$ cat config.mk
export PLATFORM = sky130hd
export DESIGN_NAME = laser_shutdown_ctrl
export DESIGN_NICKNAME = d
export VERILOG_FILES = /design/src/rtl/lsc_pkg.sv /design/src/rtl/lsc_regs.sv /design/src/rtl/lsc_trap.sv /design/src/rtl/lsc_core.sv /design/src/rtl/laser_shutdown_ctrl.sv
export SDC_FILE = /design/constraint.sdc
export NUM_CORES = 1
export LEC_CHECK = 0
export ABC_AREA = 1
export ABC_CLOCK_PERIOD_IN_PS = 1850
export BUFFER_PORTS_ARGS = -buffer_cell sky130_fd_sc_hd__buf_4
export CAP_MARGIN = 20
export CORE_UTILIZATION = 45
export CTS_CLUSTER_DIAMETER = 150
export DETAILED_ROUTE_END_ITERATION = 8
export PLACE_DENSITY = 0.66
export SLEW_MARGIN = 5
export SYNTH_ARGS = -nofsm -noshare
export SYNTH_HDL_FRONTEND = slang
export SYNTH_SLANG_ARGS = --single-unit
$ cat constraint.sdc
create_clock -name clk_i -period 1.85 [get_ports clk_i]
set_input_delay 0.37 -clock clk_i [delete_from_list [all_inputs] [get_ports clk_i]]
set_output_delay 0.37 -clock clk_i [all_outputs]
set_load 0.05 [all_outputs]
$ cat src/rtl/lsc_pkg.sv
package lsc_pkg;
  localparam int BYTE_W = 8;

  typedef struct packed {
    logic soft_dis;
    logic dir;
  } ctrl_t;
endpackage

$ cat src/rtl/lsc_regs.sv
module lsc_regs
  import lsc_pkg::*;
#(
  parameter int N_ADC = 16,
  parameter int N_QT  = 16,
  parameter int AW    = 4
) (
  input  logic                  clk_i,
  input  logic                  rst_ni,
  input  logic [AW-1:0]         addr_i,
  input  logic                  we_i,
  input  logic [BYTE_W-1:0]     wdata_i,
  input  logic [N_ADC+N_QT-1:0] trap_i,
  output logic [BYTE_W-1:0]     rdata_o,
  output logic [N_ADC+N_QT-1:0] trap_keep_o,
  output logic [N_ADC-1:0]      adc_mask_o,
  output logic [N_QT-1:0]       qt_mask_o,
  output ctrl_t                 ctrl_o
);
  localparam int N_ALM = N_ADC + N_QT;
  localparam int NB_T  = N_ALM / BYTE_W;
  localparam int NB_A  = N_ADC / BYTE_W;
  localparam int NB_Q  = N_QT / BYTE_W;
  localparam int A_MA  = NB_T;
  localparam int A_MQ  = NB_T + NB_A;
  localparam int A_CTL = NB_T + NB_A + NB_Q;

  logic [N_ADC-1:0] adc_mask_q;
  logic [N_QT-1:0]  qt_mask_q;
  ctrl_t            ctrl_q;

  always_ff @(posedge clk_i or negedge rst_ni) begin
    if (!rst_ni) begin
      adc_mask_q <= '0;
      qt_mask_q  <= '0;
      ctrl_q     <= '0;
    end else if (we_i) begin
      for (int b = 0; b < NB_A; b++)
        if (addr_i == AW'(A_MA + b)) adc_mask_q[BYTE_W*b +: BYTE_W] <= wdata_i;
      for (int b = 0; b < NB_Q; b++)
        if (addr_i == AW'(A_MQ + b)) qt_mask_q[BYTE_W*b +: BYTE_W] <= wdata_i;
      if (addr_i == AW'(A_CTL)) begin
        ctrl_q.dir      <= wdata_i[0];
        ctrl_q.soft_dis <= wdata_i[1];
      end
    end
  end

  // zero bits in a trap-byte write clear; everything else keeps
  for (genvar g = 0; g < NB_T; g++) begin : g_keep
    assign trap_keep_o[BYTE_W*g +: BYTE_W] =
      (we_i && addr_i == AW'(g)) ? wdata_i : {BYTE_W{1'b1}};
  end

  always_comb begin
    rdata_o = '0;
    for (int b = 0; b < NB_T; b++)
      if (addr_i == AW'(b)) rdata_o = trap_i[BYTE_W*b +: BYTE_W];
    for (int b = 0; b < NB_A; b++)
      if (addr_i == AW'(A_MA + b)) rdata_o = adc_mask_q[BYTE_W*b +: BYTE_W];
    for (int b = 0; b < NB_Q; b++)
      if (addr_i == AW'(A_MQ + b)) rdata_o = qt_mask_q[BYTE_W*b +: BYTE_W];
    if (addr_i == AW'(A_CTL)) rdata_o = {{(BYTE_W-2){1'b0}}, ctrl_q.soft_dis, ctrl_q.dir};
  end

  assign adc_mask_o = adc_mask_q;
  assign qt_mask_o  = qt_mask_q;
  assign ctrl_o     = ctrl_q;
endmodule

$ cat src/rtl/lsc_trap.sv
module lsc_trap #(
  parameter int N_ALM = 32
) (
  input  logic             clk_i,
  input  logic             rst_ni,
  input  logic [N_ALM-1:0] alarm_i,
  input  logic             freeze_i,
  input  logic [N_ALM-1:0] keep_i,
  output logic [N_ALM-1:0] trap_o
);
  logic [N_ALM-1:0] trap_q;
  logic [N_ALM-1:0] set_w;

  assign set_w = freeze_i ? '0 : alarm_i;

  // set wins over a same-cycle clear
  always_ff @(posedge clk_i or negedge rst_ni) begin
    if (!rst_ni) trap_q <= '0;
    else         trap_q <= (trap_q & keep_i) | set_w;
  end

  assign trap_o = trap_q;
endmodule

$ cat src/rtl/lsc_core.sv
module lsc_core (
  input  logic clk_i,
  input  logic rst_ni,
  input  logic trip_i,
  input  logic tx_dis_i,
  input  logic supply_ok_i,
  input  logic dir_i,
  output logic shut_o,
  output logic en_o,
  output logic gate_o,
  output logic gate_oe_o
);
  logic shut_q, pwr_q, en_q;

  always_ff @(posedge clk_i or negedge rst_ni) begin
    if (!rst_ni) begin
      shut_q <= 1'b0;
      pwr_q  <= 1'b0;
      en_q   <= 1'b0;
    end else begin
      pwr_q  <= pwr_q | supply_ok_i;
      shut_q <= tx_dis_i ? 1'b0 : (shut_q | trip_i);
      // pwr_q registered: enable trails gate drive by one cycle
      en_q   <= !tx_dis_i && !shut_q && !trip_i && pwr_q && supply_ok_i;
    end
  end

  assign shut_o    = shut_q;
  assign en_o      = en_q;
  assign gate_oe_o = pwr_q;
  assign gate_o    = pwr_q & (shut_q ? dir_i : ~dir_i);
endmodule

$ cat src/rtl/laser_shutdown_ctrl.sv
module laser_shutdown_ctrl
  import lsc_pkg::*;
#(
  parameter int N_ADC = 16,
  parameter int N_QT  = 16,
  parameter int AW    = 4
) (
  input  logic              clk_i,
  input  logic              rst_ni,
  input  logic [N_ADC-1:0]  adc_alarm_i,
  input  logic [N_QT-1:0]   qt_alarm_i,
  input  logic              supply_ok_i,
  input  logic              tx_dis_i,
  input  logic [AW-1:0]     reg_addr_i,
  input  logic              reg_we_i,
  input  logic [7:0]        reg_wdata_i,
  output logic [7:0]        reg_rdata_o,
  output logic              gate_o,
  output logic              gate_oe_o,
  output logic              en_o
);
  localparam int N_ALM = N_ADC + N_QT;

  logic [N_ALM-1:0] alarm_w, trap_w, keep_w;
  logic [N_ADC-1:0] adc_mask_w;
  logic [N_QT-1:0]  qt_mask_w;
  ctrl_t            ctrl_w;
  logic             trip_w, dis_w, shut_w;

  assign alarm_w = {qt_alarm_i, adc_alarm_i};
  assign trip_w  = |(adc_alarm_i & adc_mask_w) | |(qt_alarm_i & qt_mask_w);
  assign dis_w   = tx_dis_i | ctrl_w.soft_dis;

  lsc_regs #(.N_ADC(N_ADC), .N_QT(N_QT), .AW(AW)) u_regs (
    .clk_i, .rst_ni,
    .addr_i(reg_addr_i), .we_i(reg_we_i), .wdata_i(reg_wdata_i),
    .trap_i(trap_w), .rdata_o(reg_rdata_o), .trap_keep_o(keep_w),
    .adc_mask_o(adc_mask_w), .qt_mask_o(qt_mask_w), .ctrl_o(ctrl_w)
  );

  lsc_trap #(.N_ALM(N_ALM)) u_trap (
    .clk_i, .rst_ni,
    .alarm_i(alarm_w), .freeze_i(shut_w), .keep_i(keep_w), .trap_o(trap_w)
  );

  lsc_core u_core (
    .clk_i, .rst_ni,
    .trip_i(trip_w), .tx_dis_i(dis_w), .supply_ok_i,
    .dir_i(ctrl_w.dir), .shut_o(shut_w),
    .en_o, .gate_o, .gate_oe_o
  );
endmodule

After elaboration in Yosys (flattened, before gate mapping)
Cells that the tools add are included.
Widths: inputs -> output; s select.
- input bits: 49
- word-level logic and storage cells: 63
- output and inout port bits: 11
- flip-flop bits (word level): 69
- reductions and logical operators: 19
- eq/ne operators: 8
- bitwise gates (word level): 10
- muxes and demuxes: 16
- operators by type and width (kind ; number):
    $mux 8 ; 13
    $and 16x16->16 ; 2
    $and 32x32->32 ; 1
    $mux 32 ; 1
    $or 32x32->32 ; 1
    $reduce_or 16->1 ; 2
    $eq 4x3->1 const B ; 4
    $reduce_and 2->1 ; 5
    $eq 4x2->1 const B ; 2
    $logic_and 1x1->1 ; 8
    $eq 4x1->1 const B ; 1
    $eq 4x4->1 const B ; 1
    $logic_not 4->1 ; 1
    $or 1x1->1 ; 4
    $logic_not 1->1 ; 3
    $mux 1 ; 2
    $and 1x1->1 ; 1
    $not 1->1 ; 1

Logic depth before layout (Yosys ltp)
- depth in word-level cells: 10
- depth in mapped cells: 11
- depth with buffers taken out: 11

Cells and area by module
Synthesis repeated with hierarchy kept, for this count alone.
- cell total of the unflattened synthesis: 507
- area, all modules: 3718.6 um^2
- by module, submodules not included (module ; area an instance (um^2) ; cells each ; instances ; sequential area each (um^2)):
    lsc_regs ; 2135.8 ; 296 ; 1 ; 850.8
    lsc_trap ; 1214.9 ; 132 ; 1 ; 800.8
    laser_shutdown_ctrl ; 242.7 ; 64 ; 1 ; 0.0
    lsc_core ; 125.1 ; 15 ; 1 ; 75.1

Worst setup path after synthesis
No wires, ideal clock.
- path kind: flip-flop to output port
- start: register u_core.pwr_q, in the netlist u_core.gate_oe_o
- end: output gate_o
- stages on the path, launching flop included: 3
- path slack: -95 ps
- required time: 1480 ps
- path buffers: 0
- arrival: 1575 ps
- path through: dfrtp_1 o21ai_0 a21oi_1
- word-level cells in the longest chain between the ends: 1
- ends and longest elaborated chain (element ; RTL line ; RTL):
    start, declared ; lsc_core.sv:13 ; logic shut_q, pwr_q, en_q;
    start signal, assigned ; lsc_core.sv:21 ; pwr_q <= pwr_q | supply_ok_i;
    $and 1x1->1 ; lsc_core.sv:31 ; assign gate_o = pwr_q & (shut_q ? dir_i : ~dir_i);
    end, declared ; laser_shutdown_ctrl.sv:18 ; output logic gate_o,
Every way passes these cells.

Worst setup path in the final report
- start: input reg_addr_i[3]
- end: output reg_rdata_o[7]
- word-level cells in the longest chain between the ends: 10
- elaborated cells between the ends (all ways): 18
- those cells by class: eq/ne (8); mux (9); reduce/logical (1)
- ends and longest elaborated chain (element ; RTL line ; RTL):
    start, declared ; laser_shutdown_ctrl.sv:14 ; input logic [AW-1:0] reg_addr_i,
    $logic_not 4->1 ; lsc_regs.sv:58 ; if (addr_i == AW'(b)) rdata_o = trap_i[BYTE_W*b +: BYTE_W];
    $mux 8 (4 in series) ; lsc_regs.sv:58 ;
    $mux 8 (2 in series) ; lsc_regs.sv:60 ; if (addr_i == AW'(A_MA + b)) rdata_o = adc_mask_q[BYTE_W*b +: BYTE_W];
    $mux 8 (2 in series) ; lsc_regs.sv:62 ; if (addr_i == AW'(A_MQ + b)) rdata_o = qt_mask_q[BYTE_W*b +: BYTE_W];
    $mux 8 * ; lsc_regs.sv:63 ; if (addr_i == AW'(A_CTL)) rdata_o = {{(BYTE_W-2){1'b0}}, ctrl_q.soft_dis, ctrl_q.dir};
    end, declared ; laser_shutdown_ctrl.sv:17 ; output logic [7:0] reg_rdata_o,
Every way passes the cells marked *; elsewhere a longest branch is shown, timed or not.

==> flow_metrics.env <==
export IMPL_ys_async_sr_fraction_pct=100
export IMPL_cts_tree="yes"
export IMPL_synth_nets=522
export IMPL_crit_arrival_ns=1.52
export IMPL_synth_common_cells="180 x nand2_1, 69 x dfrtp_1, 51 x o21ai_0, 32 x inv_1, 32 x nand3_1"
export IMPL_finalHoldViolCount=0
export IMPL_io_pins=60
export IMPL_pre_cts_ws_ns=-0.123
export IMPL_crit_path_end="reg_rdata_o[7]"
export IMPL_ff2ff_path_depth=8
export IMPL_synth_edff_count=0
export IMPL_clk_latency_ns=0.35
export IMPL_relSlewSlack_pct=65.3
export IMPL_path_class="in -> out"
export IMPL_ys_seq_area_share_pct=47.6
export IMPL_drv_cap=0
export IMPL_synth_area_um2=3630
export IMPL_setup_ws_ns=-0.0360
export IMPL_cts_sinks=69
export IMPL_cp_startpoint="reg_addr_i[3]"
export IMPL_setup_viol=4
export IMPL_regArea_um2=1730
export IMPL_dr_pass1_iters=5
export IMPL_cts_buffers=9
export IMPL_synth_top_area_share_pct=47.6
export IMPL_ys_ff_latch=69
export IMPL_yosysWarningCount=0
export IMPL_fmax_mhz=530
export IMPL_rsz0062_at_grt="true"
export IMPL_r2r_end="u_core.shut_o"
export IMPL_root_buffer="clkbuf_8"
export IMPL_nNetsFinal=613
export IMPL_yosys_area_top_type="dfrtp_1"
export IMPL_totalWireLength_mm=11.2
export IMPL_coreArea_um2=7770
export IMPL_critPathRequiredTime_ns=1.48
export IMPL_antenna_cells=0
export IMPL_yosysMostFrequentCell="nand2_1"
export IMPL_rows=32
export IMPL_period_minus_slack_ns=1.89
export IMPL_avgSynthCellArea_um2=7.67
export IMPL_start_util_pct=46.7
export IMPL_dp_hpwl_mm=7.99
export IMPL_worst_pin_slew_ns=0.520
export IMPL_status="complete, but fails checks"
export IMPL_yosysUniqueCellTypes=29
export IMPL_clk_pin_slew_ns=0.08
export IMPL_post_drt_wl_per_cell_um=16.7
export IMPL_endpoint_kind="output pin"
export IMPL_timing_final_crit_share_pct=102
export IMPL_via_per_inst=5.32
export IMPL_vias=3567
export IMPL_grt_pass1_vias=3276
export IMPL_synth_area_leaders="dfrtp_1 48%, nand2_1 19%, o21ai_0 7.0%"
export IMPL_final_max_slew_viol_count=0
export IMPL_static_leakage_power_nw=2.35
export IMPL_ant_nets=0
export IMPL_route_detailed_drc=0
export IMPL_crit_fanout=6
export IMPL_io_buffer_count=59
export IMPL_clock_skew_ns=0.00582
export IMPL_final_cell_area_um2=4880
export IMPL_hold_class="in -> reg"
export IMPL_synthFlopType="dfrtp_1"
export IMPL_grt_total_usage_pct=27.4
export IMPL_multi_input_area_um2=1840
export IMPL_dr_first_iter_drc_count=330
export IMPL_place_congestion=0.945
export IMPL_die_h_um=91.8
export IMPL_ir_worst_vdd_mv=0.471
export IMPL_synthCells=473
export IMPL_ff2ff_setup_slack_ns=0.54
export IMPL_area_growth_pct=34.5
export IMPL_power_mw=4.07
export IMPL_p_per_area_nw_per_um2=833
export IMPL_fp_dieArea_um2=8420
export IMPL_grt_pass1_wl_mm=17.4
export IMPL_overflow=0
export IMPL_placed_area_um2=4320
export IMPL_drive_gt1_share_pct=29.5
export IMPL_startpoint_type="primary input"
export IMPL_clock_path_buffers=2
export IMPL_fill_cells=683
export IMPL_violations="negative setup slack"
export IMPL_die_w_um=91.8
export IMPL_grt_max_degree=38
export IMPL_cts_max_level=3
export IMPL_r2r_start="u_regs.adc_mask_o[6]"
export IMPL_antenna_found_initial=0
[sequential cells by signal (all words and copies together) (netlist names)]
signal / flops
u_core.shut_o: 1
u_trap.trap_o: 32
u_regs.adc_mask_o: 16
u_core.gate_oe_o: 1
u_regs.qt_mask_o: 16
u_core.en_o: 1
u_regs.ctrl_o: 2
[layer usage]
layer  wire length [µm]  part of all wire (%)  GRT usage (%)  vias up
met5                  0                     0              0        -
met2               5340                    48           41.9      162
met4                167                   1.5           8.33        0
met3                814                   7.3           5.56       14
met1               4910                    44           39.3     1678
li1                   -                     -              -     1713
[where the power goes]
group | switching (mW) | internal, mW
combinational | 0.584 | 0.386
clock | 0.627 | 0.626
sequential | 0.156 | 1.69
[layout by cell type, fill, tap and decap left out, types with 8 or more instances in the layout]
master,synthesis,routed
buf_4,1,68
buf_6,3,14
clkbuf_8,0,9
dfrtp_1,69,69
inv_1,32,29
nand2_1,180,173
nand2_2,5,9
nand3_1,32,21
nand3_2,1,12
nand4_1,9,9
nor2_1,26,19
o21ai_0,51,50
o21ai_1,10,11
o21ai_2,8,8
[worst min path at each step]
stage           startpoint               endpoint  slack (ns)  cells past startpoint
2_1_floorplan       rst_ni            u_core.en_o        0.07                      0
4_1_cts        supply_ok_i       u_core.gate_oe_o        0.21                      2
5_1_grt        supply_ok_i       u_core.gate_oe_o        0.20                      2
6_report       supply_ok_i       u_core.gate_oe_o        0.22                      2
3_5_place_dp        rst_ni   u_regs.qt_mask_o[14]        0.37                      1
3_3_place_gp        rst_ni  u_regs.adc_mask_o[14]        0.37                      1
[kinds of logic (layout without fill, tap and decap cells)]
| kind of cell | after synthesis | count (layout) | share of synthesized area (%) |
|---|---|---|---|
| AOI/OAI and AO/OA | 80 | 80 | 12.1 |
| buffers and inverters | 49 | 144 | 5.93 |
| DFF | 69 | 69 | 47.6 |
| and+or+nand+nor | 275 | 276 | 34.4 |
[worst max-delay path: stages]
cell and delay (ns):
buf_12 0.11, clkinv_8 0.06, nand2_8 0.07, buf_4 0.16, nor2_8 0.14, buf_4 0.19
a21oi_1 0.05, nand3_1 0.09, nand2_1 0.06, inv_1 0.06, buf_6 0.15
[cell type report]
cell class | instances | area share, %
repair buffers | 90 | 16.7
multi-input cells | 356 | 37.8
inverters | 38 | 3.49
flip-flops and latches | 69 | 35.4
well taps | 102 | 2.62
clock inverters | 7 | 1.54
clock buffers | 9 | 2.54
[per-stage QoR]
step,util [%],cells,hold slack [ns],setup TNS (ns)
2_1_floorplan,-,473,0.0744,0
3_3_place_gp,55.7,644,0.373,-0.705
3_5_place_dp,55.7,644,0.371,-0.805
4_1_cts,61.0,669,0.207,-0.130
5_1_grt,62.8,671,0.196,-0.496
6_report,62.8,671,0.220,-0.104
[what timing repair did]
action	in CTS	in global routing
endpoints found under the setup margin	8	9
gates resized for setup	39	39
pin swaps	12	29
hold buffers	1	0
setup buffers	6	2
endpoints found under the hold margin	5	0
cloned	2	1
Power figures use the tool's default switching activity.
